## src/rtl/rtc_pkg.sv

```systemverilog
package rtc_pkg;
   localparam int unsigned NTIME = 8;

   localparam logic [3:0] A_CTRL = 4'd8;
   localparam logic [3:0] A_STAT = 4'd9;

   typedef struct packed {
      logic h24;
      logic binary;
      logic freeze;
   } ctrl_t;

   function automatic logic [7:0] bcd2bin(input logic [7:0] v);
      return ({4'd0, v[7:4]} * 8'd10) + {4'd0, v[3:0]};
   endfunction

   function automatic logic [7:0] bin2bcd(input logic [7:0] v);
      logic [7:0] t;
      logic [7:0] o;
      t = v / 8'd10;
      o = v % 8'd10;
      return (t << 4) | o;
   endfunction

   // lowest legal value of field i (binary)
   function automatic logic [7:0] field_lo(input int i);
      return (i == 3 || i == 4 || i == 5) ? 8'd1 : 8'd0;
   endfunction

   // highest legal value of field i (binary); day of month is dynamic
   function automatic logic [7:0] field_hi(input int i);
      case (i)
         0, 1:    return 8'd59;
         3:       return 8'd7;
         5:       return 8'd12;
         default: return 8'd99;
      endcase
   endfunction

   function automatic logic is_leap(input logic [7:0] yr, input logic [7:0] cen);
      return (yr[1:0] == 2'd0) && ((yr != 8'd0) || (cen[1:0] == 2'd0));
   endfunction

   function automatic logic [7:0] month_days(input logic [7:0] mon, input logic leap);
      case (mon)
         8'd2:                    return leap ? 8'd29 : 8'd28;
         8'd4, 8'd6, 8'd9, 8'd11: return 8'd30;
         default:                 return 8'd31;
      endcase
   endfunction
endpackage

```

## src/rtl/rtc_wrap_inc.sv

```systemverilog
module rtc_wrap_inc import rtc_pkg::*; (
   input  logic [7:0] cur_i,
   input  logic [7:0] lo_i,
   input  logic [7:0] hi_i,
   input  logic       binary_i,
   input  logic       en_i,
   output logic [7:0] nxt_o,
   output logic       wrap_o
);
   logic [7:0] val;
   logic [7:0] nb;

   always_comb begin
      val    = binary_i ? cur_i : bcd2bin(cur_i);
      wrap_o = en_i && (val >= hi_i);
      nb     = wrap_o ? lo_i : val + 8'd1;
      if (!en_i)         nxt_o = cur_i;
      else if (binary_i) nxt_o = nb;
      else               nxt_o = bin2bcd(nb);
   end
endmodule

```

## src/rtl/rtc_hour_step.sv

```systemverilog
module rtc_hour_step import rtc_pkg::*; (
   input  logic [7:0] cur_i,
   input  logic       binary_i,
   input  logic       h24_i,
   input  logic       en_i,
   output logic [7:0] nxt_o,
   output logic       wrap_o
);
   logic [7:0] low7, hv, h_int, n, m, e;
   logic       pm, npm;

   always_comb begin
      pm    = !h24_i && cur_i[7];
      low7  = h24_i ? cur_i : {1'b0, cur_i[6:0]};
      hv    = binary_i ? low7 : bcd2bin(low7);
      // normalise to 0..23
      if (h24_i) h_int = hv;
      else       h_int = ((hv == 8'd12) ? 8'd0 : hv) + (pm ? 8'd12 : 8'd0);
      wrap_o = en_i && (h_int >= 8'd23);
      n      = wrap_o ? 8'd0 : h_int + 8'd1;
      npm    = (n >= 8'd12);
      m      = npm ? n - 8'd12 : n;
      if (m == 8'd0) m = 8'd12;
      e      = h24_i ? n : m;
      if (!binary_i) e = bin2bcd(e);
      if (!en_i)      nxt_o = cur_i;
      else if (h24_i) nxt_o = e;
      else            nxt_o = {npm, e[6:0]};
   end
endmodule

```

## src/rtl/rtc_busy_timer.sv

```systemverilog
module rtc_busy_timer #(
   parameter int unsigned BUSY_CYC = 4,
   localparam int unsigned CNT_W = $clog2(BUSY_CYC + 1)
) (
   input  logic clk_i,
   input  logic rst_ni,
   input  logic start_i,
   input  logic abort_i,
   output logic busy_o,
   output logic fire_o
);
   logic [CNT_W-1:0] cnt_q;

   always_ff @(posedge clk_i or negedge rst_ni) begin
      if (!rst_ni)                             cnt_q <= '0;
      else if (abort_i)                        cnt_q <= '0;
      else if (cnt_q == '0 && start_i)         cnt_q <= CNT_W'(BUSY_CYC);
      else if (cnt_q != '0)                    cnt_q <= cnt_q - 1'b1;
   end

   assign busy_o = (cnt_q != '0);
   assign fire_o = (cnt_q == CNT_W'(1)) && !abort_i;
endmodule

```

## src/rtl/rtc_update_engine.sv

```systemverilog
module rtc_update_engine import rtc_pkg::*; #(
   parameter int unsigned BUSY_CYC    = 4,
   parameter logic [7:0]  RST_CENTURY = 8'h20,
   parameter bit          RST_H24     = 1'b1,
   parameter bit          RST_BINARY  = 1'b0
) (
   input  logic       clk_i,
   input  logic       rst_ni,
   input  logic       tick_i,
   input  logic       div_en_i,
   input  logic       we_i,
   input  logic [3:0] addr_i,
   input  logic [7:0] wdata_i,
   output logic [7:0] rdata_o
);
   generate
      if (BUSY_CYC < 1) begin : g_bad_busy
         $error("BUSY_CYC must be at least 1");
      end
   endgenerate

   ctrl_t            ctrl_q;
   logic [7:0]       time_q [NTIME];
   logic [7:0]       nxt    [NTIME];
   logic [NTIME-1:0] wrap, step_en;
   logic             busy, fire, abort, start, ctrl_wr, time_wr;
   logic [7:0]       mon_b, yr_b, cen_b, dim;
   logic             leap;
   logic             unused_carries;

   assign ctrl_wr = we_i && (addr_i == A_CTRL);
   assign abort   = ctrl_q.freeze || (ctrl_wr && wdata_i[0]);
   assign start   = tick_i && div_en_i && !ctrl_q.freeze;
   assign time_wr = we_i && !busy && !addr_i[3];

   rtc_busy_timer #(.BUSY_CYC(BUSY_CYC)) u_timer (
      .clk_i(clk_i), .rst_ni(rst_ni), .start_i(start), .abort_i(abort),
      .busy_o(busy), .fire_o(fire)
   );

   // calendar limits
   assign mon_b = ctrl_q.binary ? time_q[5] : bcd2bin(time_q[5]);
   assign yr_b  = ctrl_q.binary ? time_q[6] : bcd2bin(time_q[6]);
   assign cen_b = ctrl_q.binary ? time_q[7] : bcd2bin(time_q[7]);
   assign leap  = is_leap(yr_b, cen_b);
   assign dim   = month_days(mon_b, leap);

   // carry chain
   assign step_en[0] = fire;
   assign step_en[1] = wrap[0];
   assign step_en[2] = wrap[1];
   assign step_en[3] = wrap[2];
   assign step_en[4] = wrap[2];
   assign step_en[5] = wrap[4];
   assign step_en[6] = wrap[5];
   assign step_en[7] = wrap[6];
   assign unused_carries = wrap[3] ^ wrap[7];

   generate
      for (genvar i = 0; i < NTIME; i++) begin : g_field
         if (i == 2) begin : g_hour
            rtc_hour_step u_hour (
               .cur_i(time_q[i]), .binary_i(ctrl_q.binary), .h24_i(ctrl_q.h24),
               .en_i(step_en[i]), .nxt_o(nxt[i]), .wrap_o(wrap[i])
            );
         end else begin : g_plain
            localparam logic [7:0] FLO = field_lo(i);
            localparam logic [7:0] FHI = field_hi(i);
            rtc_wrap_inc u_inc (
               .cur_i(time_q[i]), .lo_i(FLO), .hi_i((i == 4) ? dim : FHI),
               .binary_i(ctrl_q.binary), .en_i(step_en[i]),
               .nxt_o(nxt[i]), .wrap_o(wrap[i])
            );
         end
      end
   endgenerate

   always_ff @(posedge clk_i or negedge rst_ni) begin
      if (!rst_ni) begin
         time_q[0] <= 8'h00;
         time_q[1] <= 8'h00;
         time_q[2] <= 8'h00;
         time_q[3] <= 8'h01;
         time_q[4] <= 8'h01;
         time_q[5] <= 8'h01;
         time_q[6] <= 8'h00;
         time_q[7] <= RST_CENTURY;
      end else if (fire) begin
         for (int k = 0; k < NTIME; k++) time_q[k] <= nxt[k];
      end else if (time_wr) begin
         time_q[addr_i[2:0]] <= wdata_i;
      end
   end

   always_ff @(posedge clk_i or negedge rst_ni) begin
      if (!rst_ni)      ctrl_q <= '{h24: RST_H24, binary: RST_BINARY, freeze: 1'b0};
      else if (ctrl_wr) ctrl_q <= wdata_i[2:0];
   end

   always_comb begin
      if (!addr_i[3])            rdata_o = busy ? 8'h00 : time_q[addr_i[2:0]];
      else if (addr_i == A_CTRL) rdata_o = {5'd0, ctrl_q};
      else if (addr_i == A_STAT) rdata_o = {7'd0, busy};
      else                       rdata_o = 8'h00;
   end
endmodule

```

## config.mk

```make
export PLATFORM = sky130hd
export DESIGN_NAME = rtc_update_engine
export DESIGN_NICKNAME = d
export VERILOG_FILES = /design/src/rtl/rtc_pkg.sv /design/src/rtl/rtc_wrap_inc.sv /design/src/rtl/rtc_hour_step.sv /design/src/rtl/rtc_busy_timer.sv /design/src/rtl/rtc_update_engine.sv
export SDC_FILE = /design/constraint.sdc
export NUM_CORES = 1
export LEC_CHECK = 0
export ABC_AREA = 1
export BUFFER_PORTS_ARGS = -buffer_cell sky130_fd_sc_hd__clkbuf_2
export CAP_MARGIN = 20
export CELL_PAD_IN_SITES_DETAIL_PLACEMENT = 0
export CELL_PAD_IN_SITES_GLOBAL_PLACEMENT = 1
export CORE_MARGIN = 2
export CORE_UTILIZATION = 47
export CTS_CLUSTER_SIZE = 10
export DETAILED_ROUTE_END_ITERATION = 12
export PLACE_DENSITY_LB_ADDON = 0.1
export RECOVER_POWER = 50
export SLEW_MARGIN = 0
export SYNTH_ARGS = -nofsm -noshare
export SYNTH_HDL_FRONTEND = slang
export SYNTH_SLANG_ARGS = --single-unit
```

## constraint.sdc

```tcl
create_clock -name clk_i -period 9.5 [get_ports clk_i]
set_input_delay 1.9 -clock clk_i [delete_from_list [all_inputs] [get_ports clk_i]]
set_output_delay 1.9 -clock clk_i [all_outputs]
set_load 0.02 [all_outputs]
```

==> impl_metrics.py <==
metrics = {
    "routing": {
        "viasPerCell": 5.38,
        "wl_per_cell_um": 15.6,
        "drt_iter0_markers": 836,
        "drt_first_pass_iters": 5,
        "drc_errors": 0,
        "finalWirelength_um": 35900,
        "ant_nets": 0,
        "num_vias": 12345,
    },
    "critical_path": {
        "cpLargestDelayFamily": "simple AND/OR/NAND/NOR gates",
        "path_class": "reg2reg",
        "cp.arrival_ns": 7.87,
        "cpMostUsedCell": "nand2_1",
        "path_buf_inv": 10,
        "start_kind": "register",
        "crit_path_max_fanout": 16,
        "cp.required_ns": 9.73,
        "critPathSlowestCell": "dfstp_2",
        "end_kind": "register",
        "slowest_delay_ns": 0.71,
    },
    "cts": {
        "cts_made_buffers": 9,
        "clkTransAtPathRegs_ns": 0.06,
        "cts_hold_buf": 0,
        "clockBufferDepth": 2,
        "cts_tree": "yes",
        "clk_latency_ns": 0.35,
        "h-tree-depth": 3,
        "root_buffer": "clkbuf_16",
        "post-cts-setup-buffers": 0,
        "cts_sinks": 70,
        "cts_resized": 0,
    },
    "logic_synthesis": {
        "synth_seq_cells": 70,
        "synth-seq-area-share_pct": 14.3,
        "synthCells": 1957,
        "yosys_warnings": 0,
        "netlist_area_um2": 12300,
        "dominantRegCellSynth": "dfrtp_1",
        "synth-edff-count": 0,
        "yosysUniqueCellTypes": 76,
        "synthArstFlopShare_pct": 100,
        "syn_area_per_cell_um2": 6.30,
        "synth_nets": 2083,
    },
    "sta": {
        "hold_violations": 0,
        "timing.final.crit_share_pct": 80.5,
        "slew_headroom_pct": -178,
        "rsz0062_at_grt": "false",
        "maxSlewViolCount": 82,
        "tightest_slew_ns": 4.17,
        "period_minus_slack_ns": 7.64,
        "final.setup.worst_slack_ns": 1.86,
        "skew_ns": 0.00653,
        "finalSetupViolations": 0,
        "setup_tns_ns": 0,
        "max_freq_ghz": 0.131,
    },
    "place": {
        "hpwlAfterDp_um": 28200,
        "finalWeightedCongestion": 0.896,
        "dp_slack_ns": 1.87,
        "post_dp_cell_area_um2": 12500,
        "portBuffers": 24,
    },
    "final_layout": {
        "multi_input_area_um2": 9100,
        "antenna_cells": 0,
        "final_common_cell": "nand2_1",
        "nets": 2079,
        "drive_gt1_share_pct": 12.8,
        "fin_area_um2": 12800,
        "final_cell_mix": "506 x nand2_1, 234 x inv_1, 164 x nand3_1",
        "post-route-util_pct": 49.3,
        "register_area_um2": 1760,
        "synthToLayoutAreaGrowth_pct": 3.62,
        "n_fill_cell": 2776,
    },
    "run_status": {
        "violations": "max-capacitance violations, max-slew violations",
        "status": "complete, but fails checks",
    },
    "floorplan": {
        "start_util_pct": 47.6,
        "die_h_um": 166,
        "dieArea_um2": 27500,
        "ioPinCount": 25,
        "die_w_um": 166,
        "num_rows": 59,
        "core-area_um2": 25900,
    },
    "global_route": {
        "grt_pass1_wl_um": 58800,
        "grt-ovfl-total": 0,
        "antenna_found_initial": 0,
        "grt_max_degree": 71,
        "grt_usage_pct": 26.1,
        "grt_pass1_vias": 11455,
    },
    "worst_hold_path": {
        "hold_class": "reg2reg",
    },
    "run": {
        "max_cap_viol_count": 2,
    },
}
[cells in the mapped netlist, drive strengths merged (25+ instances only)]
cell type	instances	share of area, %
a21oi	144	6.2
dfrtp	65	13
ha	92	9.3
inv	269	8.3
nand2	600	21
nand3	180	8.0
nand4	30	1.6
nor2	166	5.4
o21ai	122	5.5
xnor2	25	1.8
xor2	56	4.3
[final timing paths]
| path | from | endpoint | slack [ns] | cells after the start |
|---|---|---|---|---|
| worst min register to register | u_timer.cnt_q[1]$_DFFE_PN0P_ | u_timer.cnt_q[1]$_DFFE_PN0P_ | 0.53 | 2 |
| worst max register to register | ctrl_q[2]$_DFFE_PN1P_ | time_q[47]$_DFFE_PN0P_ | 1.86 | 56 |
| worst min-delay path | u_timer.cnt_q[1]$_DFFE_PN0P_ | u_timer.cnt_q[1]$_DFFE_PN0P_ | 0.53 | 2 |
| min in group asynchronous | rst_ni | time_q[0]$_DFFE_PN0P_ | 3.01 | 1 |
| worst max-delay path | ctrl_q[2]$_DFFE_PN1P_ | time_q[47]$_DFFE_PN0P_ | 1.86 | 56 |
| max in group asynchronous | rst_ni | ctrl_q[1]$_DFFE_PN0P_ | 3.51 | 1 |
[final cells by class]
type,count,area share (%)
Timing Repair Buffer,31,1.33
Clock inverter,4,0.176
Multi-Input combinational cell,1565,71.3
Clock buffer,12,1.93
Tap cell,335,3.28
Inverter,276,8.22
Sequential cell,70,13.8
[metrics by stage]
step	hold slack (ns)	cells
after detailed placement	0.531	2277
after CTS	0.540	2293
after global placement	0.520	2277
final	0.535	2293
after floorplan	0.496	1957
after global routing	0.565	2293
[per-layer routing]
layer	vias up	routed length, um	GRT usage, %
met1	5703	17000	35.8
li1	6391	-	-
met3	48	1560	3.88
met2	203	16700	43.8
met4	0	671	5.33
met5	-	0	0
[kinds of logic after synthesis]
group	share of synthesized area, %
flops	14.3
simple gates	38.4
buf+inv	11.8
xor+xnor	6.09
compound gates	17.4
fa+ha+maj	12.1
[sequential cells by signal (all words and copies together) (netlist names)]
signal,flops
time_q,64
ctrl_q,3
u_timer.cnt_q,3
[tightest hold or removal path, cell delays in order, from the launching register on]
cell and delay, ns:
dfrtp_1 0.37, nand2_1 0.07, a21oi_1 0.05
Power is left out: the tool's default activity adds up to more than one toggle a clock period on the data nets, which glitch-free logic cannot reach.
